`src/rtl/cclk_pkg.sv`:
```
package cclk_pkg;
  localparam int NUM_PH = 3;
  typedef enum int {
    PH_LAUNCH = 0,
    PH_SAMPLE = 1,
    PH_CORE   = 2
  } ph_sel_e;
endpackage

```
`src/rtl/cclk_cfg_stage.sv`:
```
// Active configuration registers; loaded only when the counter wraps
// or the generator is stopped. Phases are reduced modulo (P+1) on load.
module cclk_cfg_stage
  import cclk_pkg::*;
#(
  parameter int FW  = 4,
  parameter int NPH = NUM_PH,
  localparam int CW = (2 + NPH) * FW
) (
  input  logic                     clk,
  input  logic                     rst_n,
  input  logic [CW-1:0]            cfg_word,
  input  logic                     load,
  output logic [FW-1:0]            p_nxt,
  output logic [FW-1:0]            h_nxt,
  output logic [NPH-1:0][FW-1:0]   ph_nxt,
  output logic [FW-1:0]            p_q,
  output logic [FW-1:0]            h_q,
  output logic [NPH-1:0][FW-1:0]   ph_q
);
  logic [FW-1:0] cfg_p;
  logic [FW-1:0] cfg_h;
  logic [FW:0]   wrap_den;

  assign cfg_p    = cfg_word[FW-1:0];
  assign cfg_h    = cfg_word[2*FW-1:FW];
  assign wrap_den = {1'b0, cfg_p} + {{FW{1'b0}}, 1'b1};

  assign p_nxt = load ? cfg_p : p_q;
  assign h_nxt = load ? cfg_h : h_q;

  for (genvar i = 0; i < NPH; i++) begin : g_ph
    logic [FW:0] raw_ph;
    logic [FW:0] red_ph;
    assign raw_ph    = {1'b0, cfg_word[(2+i)*FW +: FW]};
    assign red_ph    = raw_ph % wrap_den;
    assign ph_nxt[i] = load ? red_ph[FW-1:0] : ph_q[i];
  end

  always_ff @(posedge clk or negedge rst_n) begin
    if (!rst_n) begin
      p_q  <= '0;
      h_q  <= '0;
      ph_q <= '0;
    end else begin
      p_q  <= p_nxt;
      h_q  <= h_nxt;
      ph_q <= ph_nxt;
    end
  end
endmodule

```
`src/rtl/cclk_counter.sv`:
```
// Position counter within the period; wrap marks the period boundary.
module cclk_counter #(
  parameter int FW = 4
) (
  input  logic          clk,
  input  logic          rst_n,
  input  logic [FW-1:0] p_q,
  output logic [FW-1:0] cnt_nxt,
  output logic          wrap
);
  logic [FW-1:0] cnt_q;

  assign wrap    = (p_q == '0) || (cnt_q == p_q);
  assign cnt_nxt = wrap ? '0 : cnt_q + FW'(1);

  always_ff @(posedge clk or negedge rst_n) begin
    if (!rst_n) cnt_q <= '0;
    else        cnt_q <= cnt_nxt;
  end
endmodule

```
`src/rtl/cclk_wave.sv`:
```
// Registered clock output, decided from next-state position and config.
module cclk_wave #(
  parameter int FW = 4
) (
  input  logic          clk,
  input  logic          rst_n,
  input  logic [FW-1:0] cnt_nxt,
  input  logic [FW-1:0] p_nxt,
  input  logic [FW-1:0] h_nxt,
  output logic          clk_q
);
  logic hi_nxt;

  // High from position 0 through H, never in the last position of a period.
  assign hi_nxt = (p_nxt != '0) && (cnt_nxt <= h_nxt) && (cnt_nxt != p_nxt);

  always_ff @(posedge clk or negedge rst_n) begin
    if (!rst_n) clk_q <= 1'b0;
    else        clk_q <= hi_nxt;
  end
endmodule

```
`src/rtl/cclk_strobe.sv`:
```
// One-cycle phase strobe at a wrapped offset within the period.
module cclk_strobe #(
  parameter int FW = 4
) (
  input  logic          clk,
  input  logic          rst_n,
  input  logic [FW-1:0] cnt_nxt,
  input  logic [FW-1:0] p_nxt,
  input  logic [FW-1:0] ph_nxt,
  output logic          strb_q
);
  always_ff @(posedge clk or negedge rst_n) begin
    if (!rst_n) strb_q <= 1'b0;
    else        strb_q <= (p_nxt != '0) && (cnt_nxt == ph_nxt);
  end
endmodule

```
`src/rtl/cclk_divgen.sv`:
```
module cclk_divgen
  import cclk_pkg::*;
#(
  parameter int  FW    = 4,
  localparam int CFG_W = (2 + NUM_PH) * FW
) (
  input  logic             clk_ref,
  input  logic             rst_n,
  input  logic [CFG_W-1:0] cfg_word,
  output logic             card_clk,
  output logic             strb_launch,
  output logic             strb_sample,
  output logic             strb_core
);
  logic [FW-1:0]             p_nxt, h_nxt, p_q, h_q;
  logic [NUM_PH-1:0][FW-1:0] ph_nxt, ph_q;
  logic [FW-1:0]             cnt_nxt;
  logic                      wrap;
  logic [NUM_PH-1:0]         strb_vec;

  cclk_counter #(.FW(FW)) u_cnt (
    .clk     (clk_ref),
    .rst_n   (rst_n),
    .p_q     (p_q),
    .cnt_nxt (cnt_nxt),
    .wrap    (wrap)
  );

  cclk_cfg_stage #(.FW(FW), .NPH(NUM_PH)) u_cfg (
    .clk      (clk_ref),
    .rst_n    (rst_n),
    .cfg_word (cfg_word),
    .load     (wrap),
    .p_nxt    (p_nxt),
    .h_nxt    (h_nxt),
    .ph_nxt   (ph_nxt),
    .p_q      (p_q),
    .h_q      (h_q),
    .ph_q     (ph_q)
  );

  cclk_wave #(.FW(FW)) u_wave (
    .clk     (clk_ref),
    .rst_n   (rst_n),
    .cnt_nxt (cnt_nxt),
    .p_nxt   (p_nxt),
    .h_nxt   (h_nxt),
    .clk_q   (card_clk)
  );

  for (genvar i = 0; i < NUM_PH; i++) begin : g_strb
    cclk_strobe #(.FW(FW)) u_strb (
      .clk     (clk_ref),
      .rst_n   (rst_n),
      .cnt_nxt (cnt_nxt),
      .p_nxt   (p_nxt),
      .ph_nxt  (ph_nxt[i]),
      .strb_q  (strb_vec[i])
    );
  end

  assign strb_launch = strb_vec[PH_LAUNCH];
  assign strb_sample = strb_vec[PH_SAMPLE];
  assign strb_core   = strb_vec[PH_CORE];
endmodule

```
`config.mk`:
```
export PLATFORM = sky130hd
export DESIGN_NAME = cclk_divgen
export DESIGN_NICKNAME = d
export VERILOG_FILES = /design/src/rtl/cclk_pkg.sv /design/src/rtl/cclk_cfg_stage.sv /design/src/rtl/cclk_counter.sv /design/src/rtl/cclk_wave.sv /design/src/rtl/cclk_strobe.sv /design/src/rtl/cclk_divgen.sv
export SDC_FILE = /design/constraint.sdc
export NUM_CORES = 1
export LEC_CHECK = 0
export BUFFER_PORTS_ARGS = -buffer_cell sky130_fd_sc_hd__buf_2
export CORE_ASPECT_RATIO = 0.8
export CORE_MARGIN = 10
export CORE_UTILIZATION = 60
export DETAILED_ROUTE_END_ITERATION = 8
export GPL_ROUTABILITY_DRIVEN = 0
export PLACE_DENSITY = 0.86
export SKIP_LAST_GASP = 1
export SLEW_MARGIN = 30
export SYNTH_ARGS = -nofsm -noshare
export SYNTH_HDL_FRONTEND = slang
export SYNTH_SLANG_ARGS = --single-unit
export TNS_END_PERCENT = 50
```
`constraint.sdc`:
```
create_clock -name clk_ref -period 6.15 [get_ports clk_ref]
set_input_delay 0.615 -clock clk_ref [delete_from_list [all_inputs] [get_ports clk_ref]]
set_output_delay 0.615 -clock clk_ref [all_outputs]
set_load 0.05 [all_outputs]
```
==> run summary, run 1 <==
The run finished with clean final reports. Across the VDD grid, the largest voltage drop is 0.000269 V. Startpoint class of the critical path: an input pin. Fill cells in the final layout number 380. The tools report the final hold slack as 0.329 ns. In the final layout, the share of cells above drive strength 1 is 29.1%. The finished layout holds 576 standard cells, fillers aside.

Once detail routing completed, the nets flagged for antenna violations numbered 0. For this run, the top clock speed supported by timing is 0.164 GHz. The portion of total power attributed to sequential cells came out at 19.1%. In this run, the number of DRC markers left after iteration 0 of detailed routing was 305.

The number of enable-type register cells in the synthesized netlist was 0; the total via count in the routed design was 3587. The logs give 0 for the residual DRC count and 6.31 ns for the worst endpoint data arrival time. The run gives 0 ns as the total negative slack.

The run gives 61.6% as the effective utilization at floorplan. After legalization and detailed placement, the total HPWL measured 7750 microns. The final cell area excluding filler cells was 4570 sq um; the number of standard-cell rows in the floorplan was 25.

Most repeated cell in the gate-level netlist after synthesis: ha_1. For the final-report max-slew violation count, the log shows 0. The logs give 504 for the post-synthesis net count and 0 for the number of antenna violations at the first check in global routing. Post-placement cell area: 4140 sq um. Along the worst path, the maximum fanout reaches 6. Compared with the post-synthesis result, the final layout area differs by 25.5%. Counting every sink on the clock net gives 28. The average via count per standard cell is 6.23, and the endpoint required time on the critical path is 6.38 ns. The period utilization is 99.0%. Summed over all layers, the global routing overflow is 0. The floorplan step set the die width to 107 microns. The tools report the pre-CTS setup slack as -0.235 ns. After synthesis, flip-flops and latches occupy 19.3% of the total area.

The placeable core area came out at 5910 sq um. For the number of warnings printed during yosys synthesis, the log shows 0. The final hold violation count is 0. After detailed routing, the average wire length per cell comes to 17.9 microns. The cell that appears most often on the critical path is ha_1.

The logs give 0.00403 ns for the post-route clock skew and 6.2% for the clock group share of total power. The run gives 36.4% as the tightest slew margin relative to the limit. Fraction of registers with async set or reset after synthesis: 100%.

The final setup violation count was 0. The repair_antennas step left the layout with diodes totalling 0. After the last flow step, the layout net total stands at 575. Clock-pin slew was measured on the worst setup and hold paths at 0.09 ns. Fraction of post-synthesis cell area in the top cell type by area: 19.3%.

The run gives 425 as the synthesized netlist cell count. 26 I/O pins were placed. The final layout contains routed wiring with a total length of 10300 microns. In this run the tool buffered the top-level ports with 25 buffer cells. The largest single stage delay on the critical path is 0.54 ns. Buffers inserted to repair hold after CTS numbered 0. The cell count after placement was 560. TritonCTS built the clock tree. Setup repair after global routing could not meet its margin everywhere. Buffer type at the clock tree root: clkbuf_8. The pin count of the biggest net entering global routing is 34, and the die area is 9600 sq um.

The kind of critical path is input pin to flip-flop. In this run the cell area of the synthesized design comes to 3640 sq um. For this run, the share of the core covered by cells in the final layout is 77.3%. The total number of H-tree levels is 1. Power comes to 1.87 mW. The slew at the pin with the worst max-slew slack works out to 0.947 ns. Cell internal power was estimated by the tool at 0.993 mW. The insertion delay to the later sink of the worst-skew pair is 0.28 ns. The number of clock buffers inserted by TritonCTS was 3; the number of search-and-repair iterations in the first detailed-routing pass was 5. The tools report the relative contribution of combinational cells to total power as 74.6%.

Summed over all cells, the static leakage comes to 2.07 nW. Largest area contributor in the netlist: dfrtp_1. The worst setup path is captured at a flip-flop.

The average instance in the mapped netlist occupies 8.56 sq um. For the number of max-cap violations, the log shows 0. The most instantiated flip-flop cell in the synthesis netlist is dfrtp_1.

The power per unit of standard cell area works out to 409 nW/um^2. The tools report the final worst-path setup slack as 0.0612 ns. By area the synthesized netlist is led by dfrtp_1 (19%), ha_1 (19%), xnor2_1 (5.3%), a21oi_1 (4.7%), mux2_2 (4.6%). Summed over all nets, the switching power comes to 0.874 mW. The clock passes through at most 2 buffers.

In this run switching power makes up 46.8% of total power. The kind of path behind the tightest hold check was input pin to asynchronous set/reset pin. The number of different library cells used by synthesis comes to 68. Sorting the synthesized cells by how often they occur yields ha_1 (54), nor2_1 (39), a21oi_1 (34). The global-route total usage across every layer was 20.1%; the overall die height was 89.7 microns. The number of global-route vias before repair was 3524; the cell count of the worst reg-to-reg path was 12.

The clock period minus worst slack is 6.09 ns, and the total of flip-flops plus latches after synthesis is 28. The first global-routing pass estimated 16100 microns of wire. The worst-path cell with the longest stage delay is or4_4.
-- critical path: cells and delay by family --
kind | cells | cell delay (ns)
mux | 1 | 0.26
simple gates | 7 | 1.73
compound gates | 11 | 2.23
fa+ha+maj | 4 | 1.12
buf+inv | 2 | 0.29
-- layout by cell type, fill, tap and decap left out, types with 19 or more instances in the layout --
cell,count
a21oi_1,28
buf_2,26
buf_4,47
dfrtp_1,28
ha_1,46
inv_1,29
nand2_1,22
nor2_1,35
o21ai_0,19
xnor2_1,21
-- what timing repair did --
action                     4_1_cts  5_1_grt
setup endpoints to repair        0       15
setup buffers                    0       11
resized for setup                0       51
-- metal layers --
metal | GRT usage (%) | part of all wire, % | up-vias
li1 | - | - | 1702
met1 | 25.1 | 43 | 1719
met2 | 34.8 | 49 | 134
met3 | 3.99 | 6.2 | 32
met4 | 5.03 | 1.6 | 0
met5 | 0 | 0 | -
-- final cells by class --
type / count / area (sq um) / area share (%)
clock buffer: 4 / 55.1 / 1.20
inverter: 29 / 109 / 2.38
sequential: 28 / 701 / 15.3
tap: 81 / 101 / 2.22
multi-input combinational: 357 / 3070 / 67.2
timing repair buffer: 77 / 532 / 11.6
-- worst paths after layout --
path	startpoint	endpoint	slack, ns
min in group clk_ref	u_cfg.h_q[3]$_DFF_PN0_	u_cfg.h_q[3]$_DFF_PN0_	0.50
setup / recovery	cfg_word[10]	g_strb[0].u_strb.strb_q$_DFF_PN0_	0.06
setup reg to reg	u_cnt.cnt_q[0]$_DFF_PN0_	u_wave.clk_q$_DFF_PN0_	2.87
hold / removal	rst_n	g_strb[1].u_strb.strb_q$_DFF_PN0_	0.33
hold reg to reg	u_cfg.h_q[3]$_DFF_PN0_	u_cfg.h_q[3]$_DFF_PN0_	0.50
max in group asynchronous	rst_n	u_cfg.h_q[0]$_DFF_PN0_	5.43
-- sequential cells by signal, indices dropped and copies added (netlist names) --
| register | flops |
|---|---|
| u_cnt.cnt_q | 4 |
| u_cfg.h_q | 4 |
| u_cfg.ph_q | 12 |
| u_cfg.p_q | 4 |
| g_strb.u_strb.strb_q | 3 |
| u_wave.clk_q | 1 |
-- power by group through the flow --
| stage | clock [mW] | sequential [mW] | combinational (mW) |
|---|---|---|---|
| 2_1_floorplan | 0 | 0.350 | 0.927 |
| 3_3_place_gp | 0 | 0.353 | 1.17 |
| 3_5_place_dp | 0 | 0.358 | 1.24 |
| 4_1_cts | 0.117 | 0.354 | 1.25 |
| 5_1_grt | 0.128 | 0.370 | 1.54 |
| 6_report | 0.117 | 0.357 | 1.39 |
-- cells by family after synthesis --
kind of cell,share of synthesized area [%]
AOI/OAI and AO/OA,22.7
and+or+nand+nor,16.3
adders and majority gates,20.2
buffers and inverters,4.50
xor gates and xnor gates,8.66
DFF,19.3
muxes,8.42
Power figures use the tool's default switching activity.
==> run 2, diff against run 1 <==
SETUP_SLACK_MARGIN = 0.4   (was unset)
==> run 2 against run 1 <==
Effect of this change: sequential share of layout area is 0.60 points lower; wire length is 6.1% higher; clock skew up 0.0040 ns; total power grew 5.3%; cell count decreased by 2.1%; clock-buffer cell count shrank 1; maximum frequency grew 4.5%; critical endpoint is now g_strb[1].u_strb.strb_q$_DFF_PN0_; largest cell class unchanged.
==> run summary, run 2 (synthesized netlist as in run 1, its figures left out) <==
The number of search-and-repair iterations in the first detailed-routing pass is 5 (unchanged), and the antenna cell count is 0 (unchanged). The slew at the pin with the worst max-slew slack was 0.814 ns (-0.133 ns). The tools report the insertion delay to the later sink of the worst-skew pair as 0.28 ns (about the same).

The fraction of final layout cells with drive strength greater than 1 is 32.9% (+3.8 points), and the detailed router's first-iteration violation count is 260 (-15%). The met1 track demand over resource in global routing was 24.9% (-0.14 points). u_cfg.ph_q holds more flip-flops than any other register. The run gives 2 (unchanged) as the number of buffers on the longest clock path. The root buffer cell chosen for the clock tree is clkbuf_8.

The placeable core area came out at 5910 sq um (unchanged). The average via count per standard cell is 6.41 (+3.0%), and the mean routed wirelength per cell is 19.4 microns (+8.4%). The layout-stage area growth over the synthesis result was 30.6%; the residual DRC count was 0 (unchanged).

The clock-pin slew of the registers on the worst-case setup and hold paths is 0.09 ns (about the same), and the number of I/O port buffers is 25 (unchanged). The number of max-cap violations was 0 (unchanged); the period utilization was 94.7% (-4.3 points). The tightest slew margin relative to the limit is 45.1% (+8.7 points), and the endpoint required time on the critical path is 6.36 ns (-0.02 ns). The pin count of the biggest net entering global routing is 46 (+35%).

The library cells used most frequently in the layout, excluding fill and tap cells, are ha_1 (41), buf_4 (38), nor2_1 (35). The maximum net fanout on the critical path was 5 (-1); the final cell area excluding filler cells was 4750 sq um (+4.1%). The post-route clock skew came out at 0.00803 ns (+0.00399 ns). The x dimension of the die is 107 microns (unchanged), and the overall die height is 89.7 microns (unchanged). The number of antenna violations at the first check in global routing came out at 0 (unchanged). The power per unit of standard cell area was 414 nW/um^2 (+1.2%); the number of global-route vias before repair was 3407 (-3.3%). For the number of fillers in the final layout, the log shows 362 (-4.7%). The most crowded layer after global routing was met2. The global-route total usage across every layer is 20.1% (+0.021 points), and the final instance count without filler cells is 564 (-2.1%).

The tools report the final hold violation count as 0 (unchanged). The cell count after placement is 535 (-4.5%). The final hold slack was 0.339 ns (+0.00965 ns). For the number of I/O pins, the log shows 26 (unchanged).

For the net count reported at finish, the log shows 564 (-1.9%). The logs give 0 (unchanged) for the remaining number of nets flagged by the antenna check after routing and 16000 microns (-0.30%) for the first-pass GRT wire length. Gate family responsible for the most delay along the worst path: compound AO/OA/AOI/OAI gates. For the post-placement cell area, the log shows 4190 sq um (+1.2%). The run gives 10900 microns (+6.1%) as the total wire length.

The number of clock sinks seen by CTS was 28 (unchanged). The worst IR drop on VDD is 0.000232 V (-14%), and the fraction of met3 tracks used by global routing is 2.78% (-1.2 points). By startpoint and endpoint, the worst setup path is classified as input pin to flip-flop. Number of buffer and inverter instances along the worst setup path: 3 (+1).

The number of flip-flops in the largest register was 12 (unchanged); the detailed placer's ending HPWL was 7610 microns (-1.8%). Setup repair after global routing could not meet its margin everywhere. The logs give 25 (unchanged) for the number of standard-cell rows in the floorplan and 0.323 ns (+0.262 ns) for the final worst-path setup slack. The logs give 36.3% (+1.6 points) for the met2 usage and 0 (unchanged) for the final-report max-slew violation count. The static leakage was 2.04 nW (-1.1%); the final setup violation count was 0 (unchanged). Worst-path cell with the longest stage delay: ha_1.

STA classifies the critical path endpoint as a flip-flop. The clock period minus worst slack works out to 5.83 ns (-0.262 ns). The pre-CTS setup slack was -0.219 ns (+0.0154 ns). The library cell used most frequently in the layout, excluding fill and tap cells, is ha_1. The die area was 9600 sq um (unchanged). The tools report the startpoint class of the critical path as an input pin. Kind of path behind the tightest hold check: input pin to asynchronous set/reset pin. Number of hold buffers added after CTS: 0 (unchanged). The tools report the total negative slack as 0 ns (unchanged). Number of clock buffers inserted by TritonCTS: 3 (unchanged). The final global-route overflow total was 0 (unchanged); the total via count in the routed design was 3618 (+0.86%). The worst endpoint data arrival time was 6.04 ns (-0.27 ns). The tools report the overall power consumption as 1.97 mW (+5.3%). The run gives 61.6% (unchanged) as the effective utilization at floorplan. Core occupancy in the finished layout: 80.4% (+3.1 points).

TritonCTS built the clock tree. The flow ran to the end, and the final reports show no timing, DRC or antenna violations. The delay of the slowest cell on the worst path works out to 0.37 ns (-0.17 ns).

The tools report the total number of H-tree levels as 1 (unchanged). Highest attainable clock frequency: 0.172 GHz (+4.5%).
-- run 2: cell types whose count changed in the layout (fill, tap and decap cells not counted), moves of 4 or more --
cell,previous run,this run
buf_4,47,38
buf_2,26,21
ha_1,46,41
a21oi_1,28,24
ha_4,8,12
-- run 2: layer usage --
| metal | part of all wire (%) | vias up |
|---|---|---|
| met3 | 4.8 | 26 |
| met1 | 42 | 1769 |
| met2 | 52 | 142 |
| met5 | 0 | - |
| met4 | 2.0 | 0 |
| li1 | - | 1681 |
-- run 2: worst paths after layout --
path | start | to | slack [ns] | depth (start not counted)
worst max register to register | u_cnt.cnt_q[0]$_DFF_PN0_ | u_wave.clk_q$_DFF_PN0_ | 2.83 | 13
min in group clk_ref | u_cfg.h_q[3]$_DFF_PN0_ | u_cfg.h_q[3]$_DFF_PN0_ | 0.50 | 2
worst max-delay path | cfg_word[1] | g_strb[1].u_strb.strb_q$_DFF_PN0_ | 0.32 | 32
max in group asynchronous | rst_n | u_cfg.h_q[3]$_DFF_PN0_ | 5.39 | 1
worst min-delay path | rst_n | u_wave.clk_q$_DFF_PN0_ | 0.34 | 1
worst min register to register | u_cfg.h_q[3]$_DFF_PN0_ | u_cfg.h_q[3]$_DFF_PN0_ | 0.50 | 2
-- run 2: power by group --
| part | switching (mW) | internal, mW |
|---|---|---|
| clock network | 0.0559 | 0.0441 |
| registers | 0.0790 | 0.277 |
| logic | 0.810 | 0.701 |
-- run 2: timing repair --
action,in CTS,in global routing
setup endpoints to repair,9,15
gates cloned,1,0
buffers inserted,7,18
endpoints found under the hold margin,0,0
resized for setup,24,48
pin swaps,10,40
-- run 2: area by class of cell --
cell class / count / area, sq um / share of cell area (%)
clock buffers: 3 / 41.3 / 0.868
inverters: 29 / 118 / 2.47
multi-input cells: 357 / 3310 / 69.7
flip-flops and latches: 28 / 701 / 14.7
well taps: 81 / 101 / 2.13
repair buffers: 66 / 482 / 10.1
-- run 2: worst register-to-register path, cell delays in order, from the launching register on --
cell and delay, ns:
dfrtp_1 0.51, xnor2_1 0.33, nand4_1 0.26, o21ai_2 0.11, buf_4 0.43, mux2i_1 0.36, ha_1 0.30, nor2b_1 0.14
o21ai_0 0.14, nand2b_1 0.08, a21oi_1 0.15, a41oi_1 0.08, a31o_2 0.25, a31oi_1 0.12
